<file path="config.mk">
export PLATFORM = sky130hd
export DESIGN_NAME = pfx_group_seq
export DESIGN_NICKNAME = d
export VERILOG_FILES = /design/src/rtl/pfx_seq_pkg.sv /design/src/rtl/pfx_seq_ctrl.sv /design/src/rtl/pfx_member_dec.sv /design/src/rtl/pfx_out_stage.sv /design/src/rtl/pfx_group_seq.sv
export SDC_FILE = /design/constraint.sdc
export NUM_CORES = 1
export LEC_CHECK = 0
export CAP_MARGIN = 20
export CORE_ASPECT_RATIO = 0.8
export CORE_UTILIZATION = 30
export CTS_BUF_LIST = sky130_fd_sc_hd__clkbuf_2
export DETAILED_ROUTE_END_ITERATION = 6
export PLACE_DENSITY = 0.57
export SLEW_MARGIN = 20
export SYNTH_ARGS = -nofsm -noshare
export SYNTH_HDL_FRONTEND = slang
export SYNTH_SLANG_ARGS = --single-unit
</file>
<file path="constraint.sdc">
create_clock -name clk -period 2.4 [get_ports clk]
set_input_delay 0.36 -clock clk [delete_from_list [all_inputs] [get_ports clk]]
set_output_delay 0.36 -clock clk [all_outputs]
set_load 0.01 [all_outputs]
</file>
<file path="src/rtl/pfx_seq_pkg.sv">
// Shared constants and types for the prefixed instruction group sequencer.
// Assumes the first unit of a member is laid out, from the top bit down, as:
// form, final-flag, operation, type-select, then operand bits.
package pfx_seq_pkg;
    localparam int UNIT_W   = 12;
    localparam int OP_W     = 4;
    localparam int TYPE_W   = 4;
    localparam int BASE_W   = 1;
    localparam int FORM_BIT = UNIT_W - 1;
    localparam int LAST_BIT = UNIT_W - 2;
    localparam int OP_HI    = UNIT_W - 3;
    localparam int OP_LO    = OP_HI - OP_W + 1;
    localparam int SEL_BIT  = OP_LO - 1;
    localparam int REG_W    = SEL_BIT;
    localparam int FIELD_W  = REG_W + UNIT_W;

    typedef enum logic [1:0] {
        ST_IDLE = 2'd0,
        ST_HEAD = 2'd1,
        ST_TAIL = 2'd2
    } seq_state_e;

    typedef struct packed {
        logic [TYPE_W-1:0] type_a;
        logic [TYPE_W-1:0] type_b;
        logic [BASE_W-1:0] base;
    } grp_ctx_t;

    typedef struct packed {
        logic [OP_W-1:0]    op;
        logic [TYPE_W-1:0]  dtype;
        logic [BASE_W-1:0]  base;
        logic               is_long;
        logic               is_last;
        logic [FIELD_W-1:0] fields;
    } member_t;
endpackage

</file>
<file path="src/rtl/pfx_seq_ctrl.sv">
// Group state machine and prefix context store.
// Does: tracks whether a group is open, whether the head of a two-unit member
// is being held, and which prefix fields apply. Emits one decode request for
// each complete member.
// Assumes: `space` is 1 when the output stage can take a record this cycle.
module pfx_seq_ctrl
    import pfx_seq_pkg::*;
(
    input  logic              clk,
    input  logic              rst_n,
    input  logic              pfx_stb,
    input  grp_ctx_t          pfx_ctx,
    input  logic              in_valid,
    input  logic [UNIT_W-1:0] in_unit,
    input  logic              space,
    output logic              in_ready,
    output logic              emit,
    output logic [UNIT_W-1:0] emit_head,
    output logic [UNIT_W-1:0] emit_tail,
    output grp_ctx_t          ctx,
    output logic              active,
    output logic              err
);
    seq_state_e        state_q;
    logic [UNIT_W-1:0] held_q;
    logic              take;
    logic              in_tail;

    // Accept units only inside a group, never alongside a prefix, and only with output space.
    always_comb begin
        active   = (state_q != ST_IDLE);
        in_tail  = (state_q == ST_TAIL);
        in_ready = active && !pfx_stb && space;
        take     = in_valid && in_ready;
    end

    // A member completes on its tail unit or on a one-unit head.
    always_comb begin
        emit      = take && (in_tail || !in_unit[FORM_BIT]);
        emit_head = in_tail ? held_q : in_unit;
        emit_tail = in_tail ? in_unit : '0;
    end

    // State, held head, prefix context and error pulse.
    always_ff @(posedge clk) begin
        if (!rst_n) begin
            state_q <= ST_IDLE;
            held_q  <= '0;
            ctx     <= '0;
            err     <= 1'b0;
        end else begin
            err <= 1'b0;
            if (pfx_stb) begin
                ctx     <= pfx_ctx;
                err     <= active;
                state_q <= ST_HEAD;
            end else if (take) begin
                if (!in_tail && in_unit[FORM_BIT]) begin
                    held_q  <= in_unit;
                    state_q <= ST_TAIL;
                end else if (emit_head[LAST_BIT]) begin
                    state_q <= ST_IDLE;
                end else begin
                    state_q <= ST_HEAD;
                end
            end
        end
    end

    AST_TAIL_HAS_LONG_HEAD: assert property (@(posedge clk) disable iff (!rst_n)
        (state_q == ST_TAIL) |-> held_q[FORM_BIT]);
    AST_IDLE_AFTER_LAST: assert property (@(posedge clk) disable iff (!rst_n)
        (emit && emit_head[LAST_BIT]) |=> !active);
    AST_NO_TAKE_ON_PREFIX: assert property (@(posedge clk) disable iff (!rst_n)
        pfx_stb |-> !in_ready);
    AST_ERR_FROM_PREFIX: assert property (@(posedge clk) disable iff (!rst_n)
        err |-> ($past(pfx_stb) && $past(active)));
endmodule

</file>
<file path="src/rtl/pfx_member_dec.sv">
// Member decoder, purely combinational.
// Does: turns a head unit (plus a tail unit for two-unit members) and the
// prefix context into one decoded record.
// Assumes: tail is zero for one-unit members.
module pfx_member_dec
    import pfx_seq_pkg::*;
(
    input  logic [UNIT_W-1:0] head,
    input  logic [UNIT_W-1:0] tail,
    input  grp_ctx_t          ctx,
    output member_t           rec
);
    // Split the head fields and resolve the data type from the select bit.
    always_comb begin
        rec.op      = head[OP_HI:OP_LO];
        rec.dtype   = head[SEL_BIT] ? ctx.type_b : ctx.type_a;
        rec.base    = ctx.base;
        rec.is_long = head[FORM_BIT];
        rec.is_last = head[LAST_BIT];
        rec.fields  = {head[REG_W-1:0], tail};
    end
endmodule

</file>
<file path="src/rtl/pfx_out_stage.sv">
// Single-entry output register with a valid/ready handshake.
// Does: holds one decoded record until the consumer takes it.
// Assumes: load is only raised when space is 1.
module pfx_out_stage
    import pfx_seq_pkg::*;
(
    input  logic    clk,
    input  logic    rst_n,
    input  logic    load,
    input  member_t rec_in,
    input  logic    out_ready,
    output logic    space,
    output logic    out_valid,
    output member_t rec_out
);
    // The slot is free when empty or being drained this cycle.
    always_comb space = !out_valid || out_ready;

    // Hold or replace the record.
    always_ff @(posedge clk) begin
        if (!rst_n) begin
            out_valid <= 1'b0;
            rec_out   <= '0;
        end else if (load) begin
            out_valid <= 1'b1;
            rec_out   <= rec_in;
        end else if (out_ready) begin
            out_valid <= 1'b0;
        end
    end

    AST_OUT_HOLD: assert property (@(posedge clk) disable iff (!rst_n)
        (out_valid && !out_ready) |=> (out_valid && $stable(rec_out)));
    AST_NO_OVERWRITE: assert property (@(posedge clk) disable iff (!rst_n)
        load |-> (!out_valid || out_ready));
endmodule

</file>
<file path="src/rtl/pfx_group_seq.sv">
// Top of the prefixed instruction group sequencer.
// Does: joins the control, the decoder and the output stage.
// Assumes: prefix detection upstream presents a one-cycle strobe with its fields.
module pfx_group_seq
    import pfx_seq_pkg::*;
(
    input  logic               clk,
    input  logic               rst_n,
    input  logic               pfx_stb,
    input  logic [TYPE_W-1:0]  pfx_type_a,
    input  logic [TYPE_W-1:0]  pfx_type_b,
    input  logic [BASE_W-1:0]  pfx_base,
    input  logic               in_valid,
    output logic               in_ready,
    input  logic [UNIT_W-1:0]  in_unit,
    output logic               out_valid,
    input  logic               out_ready,
    output logic [OP_W-1:0]    out_op,
    output logic [TYPE_W-1:0]  out_dtype,
    output logic [BASE_W-1:0]  out_base,
    output logic               out_long,
    output logic               out_last,
    output logic [FIELD_W-1:0] out_fields,
    output logic               grp_active,
    output logic               grp_err
);
    grp_ctx_t          pfx_ctx;
    grp_ctx_t          ctx;
    logic              space;
    logic              emit;
    logic [UNIT_W-1:0] emit_head;
    logic [UNIT_W-1:0] emit_tail;
    member_t           rec_new;
    member_t           rec_q;

    // Bundle the prefix fields.
    always_comb pfx_ctx = '{type_a: pfx_type_a, type_b: pfx_type_b, base: pfx_base};

    pfx_seq_ctrl u_ctrl (
        .clk       (clk),
        .rst_n     (rst_n),
        .pfx_stb   (pfx_stb),
        .pfx_ctx   (pfx_ctx),
        .in_valid  (in_valid),
        .in_unit   (in_unit),
        .space     (space),
        .in_ready  (in_ready),
        .emit      (emit),
        .emit_head (emit_head),
        .emit_tail (emit_tail),
        .ctx       (ctx),
        .active    (grp_active),
        .err       (grp_err)
    );

    pfx_member_dec u_dec (
        .head (emit_head),
        .tail (emit_tail),
        .ctx  (ctx),
        .rec  (rec_new)
    );

    pfx_out_stage u_out (
        .clk       (clk),
        .rst_n     (rst_n),
        .load      (emit),
        .rec_in    (rec_new),
        .out_ready (out_ready),
        .space     (space),
        .out_valid (out_valid),
        .rec_out   (rec_q)
    );

    // Spread the held record onto the output ports.
    always_comb begin
        out_op     = rec_q.op;
        out_dtype  = rec_q.dtype;
        out_base   = rec_q.base;
        out_long   = rec_q.is_long;
        out_last   = rec_q.is_last;
        out_fields = rec_q.fields;
    end
endmodule

</file>
# Word-level counts from Yosys, hierarchy flattened
# Cells that the tools add are included.
word_totals:
  wordCells: 43
  inputBits: 26
  latchBits: 0
  mem_count: 0
  rom_bits: 0
  reg_bits: 53
  ram_bits: 0
classes:
  bitwise: 2
  n_lt_le_gt_ge: 0
  add_sub_neg: 0
  n_eq_ne: 1
  shift: 0
  mul: 0
  mux: 9
  div: 0
  n_reduce_logical: 17
op_table:
  columns: ["cell", "count"]
  rows:
  - ["$mux W12", 2]
  - ["$reduce_bool A2 Y1", 3]
  - ["$logic_and A1 B1 Y1", 5]
  - ["$mux W1", 5]
  - ["$logic_not A1 Y1", 4]
  - ["$mux W4", 1]
  - ["$reduce_and A3 Y1", 1]
  - ["$eq A2 B2 Y1 const B", 1]
  - ["$logic_or A1 B1 Y1", 2]
  - ["$mux W2", 1]
  - ["$not A1 Y1", 2]
  - ["$reduce_and A2 Y1", 1]
  - ["$reduce_or A2 Y1", 1]

# Depth between registers and ports, before layout
depth:
  ltp_word: 6
  ltp_mapped: 6
  ltp_nobuf: 4

# Modules after synthesis
# From an unflattened synthesis, not the netlist that was laid out.
hier_totals:
  hier_cells: 269
  hier_area_um2: 2552.4
modules_own_cells:
  columns: ["module", "area_each_um2", "instances", "cells_each"]
  rows:
  - ["pfx_seq_ctrl", 1222.4, 1, 147]
  - ["pfx_out_stage", 1104.8, 1, 94]
  - ["pfx_member_dec", 225.2, 1, 28]

# Worst setup path before layout
# No wires, ideal clock.
synth_path:
  path_type: "input to register"
  from: "input port pfx_stb"
  to: "register u_ctrl.state_q[1]"
  setup_ns: 0.081
  cell_stages: 6
  arrival_ns: 1.665
  path_slack_ns: 0.654
  path_cell_list: "buf_6 -> o21bai_4 -> or3_4 -> or3_1 -> buf_6 -> a211oi_2"
synth_between:
  elab_chain_len: 4
synth_lines:
  columns: ["element", "line_no", "rtl"]
  rows:
  - ["from (decl)", "pfx_group_seq.sv:9", "input logic pfx_stb,"]
  - ["$logic_not A1 Y1", "pfx_seq_ctrl.sv:33", "in_ready = active && !pfx_stb && space;"]
  - ["$logic_and A1 B1 Y1 (2 in series)", "pfx_seq_ctrl.sv:33", null]
  - ["$logic_and A1 B1 Y1", "pfx_seq_ctrl.sv:34", "take = in_valid && in_ready;"]
  - ["to (signal assigned)", "pfx_seq_ctrl.sv:47", "state_q <= ST_IDLE;"]
  - ["to (signal assigned)", "pfx_seq_ctrl.sv:56", "state_q <= ST_HEAD;"]
  - ["to (signal assigned)", "pfx_seq_ctrl.sv:60", "state_q <= ST_TAIL;"]
  - ["to (decl)", "pfx_seq_ctrl.sv:24", "seq_state_e state_q;"]
# Parallel ways exist; a longest one is shown, timed or not.
# A chain may end at the register's enable or synchronous reset.

# Worst setup path in the final report
layout_path:
  from: "register u_out.out_valid"
  to: "output port in_ready"
layout_between:
  elab_chain_len: 3
layout_lines:
  columns: ["element", "line_no", "rtl"]
  rows:
  - ["from (decl)", "pfx_out_stage.sv:13", "output logic out_valid,"]
  - ["from (signal assigned)", "pfx_out_stage.sv:22", "out_valid <= 1'b0;"]
  - ["from (signal assigned)", "pfx_out_stage.sv:25", "out_valid <= 1'b1;"]
  - ["from (signal assigned)", "pfx_out_stage.sv:28", "out_valid <= 1'b0;"]
  - ["$logic_not A1 Y1", "pfx_out_stage.sv:17", "always_comb space = !out_valid || out_ready;"]
  - ["$logic_or A1 B1 Y1", "pfx_out_stage.sv:17", null]
  - ["$logic_and A1 B1 Y1", "pfx_seq_ctrl.sv:33", null]
  - ["to (decl)", "pfx_group_seq.sv:14", "output logic in_ready,"]
# No other way between the ends.

==> results.md <==
- Most frequent cells in the layout: 57 x clkdlybuf4s50_1, 53 x dfxtp_1, 39 x nand2_1
- Ys Warns: 0
- Num rows: 26
- Setup_tns: 0 ns
- Top_reg_cell synth: dfxtp_1
- Post-synthesis cell type count: 26
- Slowest library cell on the worst path: clkdlybuf4s50_1
- Synth area leader: dfxtp_1
- Routed length per instance: 13.6 um
- Synth Area per Inst: 9.64 um2
- DRC: 0
- Post-synth EDFFs: 0
- Initial core utilization: 31.8%
- Met3 Use GR: 4.37%
- 1st-pass router iterations: 5
- Syn Inst Count: 217
- Max cap viols: 0
- Vias/cell: 4.66
- Crit Path Max Fanout: 5
- Total detailed-routing wirelength: 4860 um
- 1st-iter DRT viols: 59
- Worst-Margin Slew: 0.764 ns
- Die Y: 76.7 um
- FMAX: 465 MHz
- Post-synth top area share: 50.7%
- Post-Syn Nets: 243
- Yosys reg bits: 53
- Pleak: 1.15 nW
- Dpl hpwl: 3420 um
- TritonCTS clock tree: yes
- Asr flop ratio synth: 0%
- ANT cells: 0
- Post-synthesis sequential area ratio: 50.7%
- Ports: 58
- Area contributors post-synth: dfxtp_1 51%, mux2i_1 17%, nand2_1 7.0%, nor2_1 3.8%, o22ai_1 3.6%
- P&R area growth vs syn: 34.5%
- Die width: 95.4 um
- Largest family of logic cells by synthesized area: multiplexers
- Most common cell after layout, fill and taps aside: clkdlybuf4s50_1
- Clock Pin Slew Worst Setup and Hold Paths: 0.24 ns
- Clock root buffer: clkbuf_2
- CTS resizes: 0
- CTS buffer count: 5
- Synth Area in Simple Gates: 14.1%
- ANT nets after route: 0
- CP Capture Type: primary output
- Fin crit share: 89.6%
- Largest net degree at the start of global routing: 27
- Final Non-Filler Cells: 358
- Crit-path cells: nor2b_1, nor2_1, clkdlybuf4s50_1
- Vias in the first global route: 1615
- Max-slew violation count: 0
- Clk_lat worst skew: 0.43 ns
- Power per cell area: 542 nW/um2
- Clock Path Buffers: 2
- Hold buffer count at CTS: 0
- Total GRT Usage: 14.0%
- Worst vdd ir: 0.237 mV
- Final clock skew: 0.0157 ns
- Core ar.: 6570 um2
- Fin. Hold Viols: 0
- GRT busiest layer: met2
- Tmin final: 2.15 ns
- Number of fill cells in the layout: 678
- Post-Synth XOR/XNOR Area: 0%
- Layout cells sized above 1: 8.39%
- Via count: 1667
- M1 GR Usage: 19.4%
- CP max stage delay: 0.49 ns
- Max-Slew Margin vs Limit: 49.0%
- PortBufs: 57
- Grt met2 use: 20.7%
- Synth Area in Compound Gates: 13.6%
- CTS sink count: 53
- Post-Synth Adder-Cell Area: 0%
- Crit path required time: 2.04 ns
- Synthesized area: 2090 um2
- Mux cell area share after synthesis: 16.7%
- Global-route wire length before repair: 7850 um
- Final Setup Violations: 0
- Critical Path Start Type: flip-flop
- Status: complete, no violations
- Number of H-tree levels: 2
- Setup Fix Bufs, Post-CTS: 0
- CP Class: flip-flop to primary output
- Nets@finish: 299
- Worst EP arrival: 1.79 ns
- Routability Congestion: 0.694
- Die area: 7310 um2
- RSZ-0062 raised after global routing: no
- Inst Count DP: 350
- Global route overflow: 0
- Antenna violations before repair: 0
- Tightest Hold Check Type: flip-flop to flip-flop
[cells in the mapped netlist (4+ instances only)]
master,count
dfxtp_1,53
mux2i_1,35
inv_1,4
o21ai_0,7
a211oi_1,9
buf_2,5
o22ai_1,12
a21oi_1,5
nor2_1,21
clkbuf_1,10
nand2_1,39
[report_power, final]
part	leakage (nW)	total [mW]	internal (mW)	switching [mW]
clock	0.0406	0.453	0.177	0.275
sequential	0.430	0.913	0.902	0.0105
combinational	0.683	0.161	0.0871	0.0738
[flip-flops by register name, summed over array words and instances, names as in the netlist]
register and flops:
u_out.out_valid 1, u_ctrl.ctx 9, u_ctrl.held_q 12, u_ctrl.state_q 2
u_out.rec_out 28, u_ctrl.err 1
[per-layer routing]
layer	wire length (um)	share of wire (%)
met4	43	0.89
met3	328	6.8
met2	2060	42
met1	2430	50
met5	0	0
[path summary, 6_finish.rpt]
check                     from                end  slack, ns  cells after the start
max            u_out.out_valid           in_ready       0.25                      3
min          u_out.rec_out[11]  u_out.rec_out[11]       0.47                      2
max reg2reg  u_ctrl.state_q[1]  u_out.rec_out[15]       0.49                      5
min reg2reg  u_out.rec_out[11]  u_out.rec_out[11]       0.47                      2
[cell type report]
class,instances,area (um2),area share (%)
clock buffers,6,30.0,1.07
clock inverters,2,33.8,1.20
inverters,4,15.0,0.534
multi-input cells,143,931,33.1
flip-flops and latches,53,1060,37.7
well taps,84,105,3.73
repair buffers,66,638,22.7
[kinds of logic (layout without fill, tap and decap cells)]
family,Yosys count,after routing
simple gates,69,69
flops,53,53
compound gates,39,39
mux,35,35
buf+inv,21,78
[worst max-delay path: cells and delay by family, from the launching register on]
kind	cells	cell delay, ns
DFF	1	0.39
buffers and inverters	1	0.49
and+or+nand+nor	2	0.49
[per-stage QoR]
| step | worst slack [ns] | utilization, % | cell area, um2 | total power, mW | hold slack, ns |
|---|---|---|---|---|---|
| floorplan | 0.654 | - | 2090 | 1.01 | 0.434 |
| global placement | 0.224 | 41.9 | 2750 | 1.09 | 0.442 |
| detailed placement | 0.195 | 41.9 | 2750 | 1.09 | 0.447 |
| CTS | 0.195 | 42.8 | 2810 | 1.56 | 0.470 |
| global route | 0.111 | 42.8 | 2810 | 1.60 | 0.465 |
| finish | 0.250 | 42.8 | 2810 | 1.53 | 0.468 |
No activity file was read; power rests on OpenSTA's default activity.
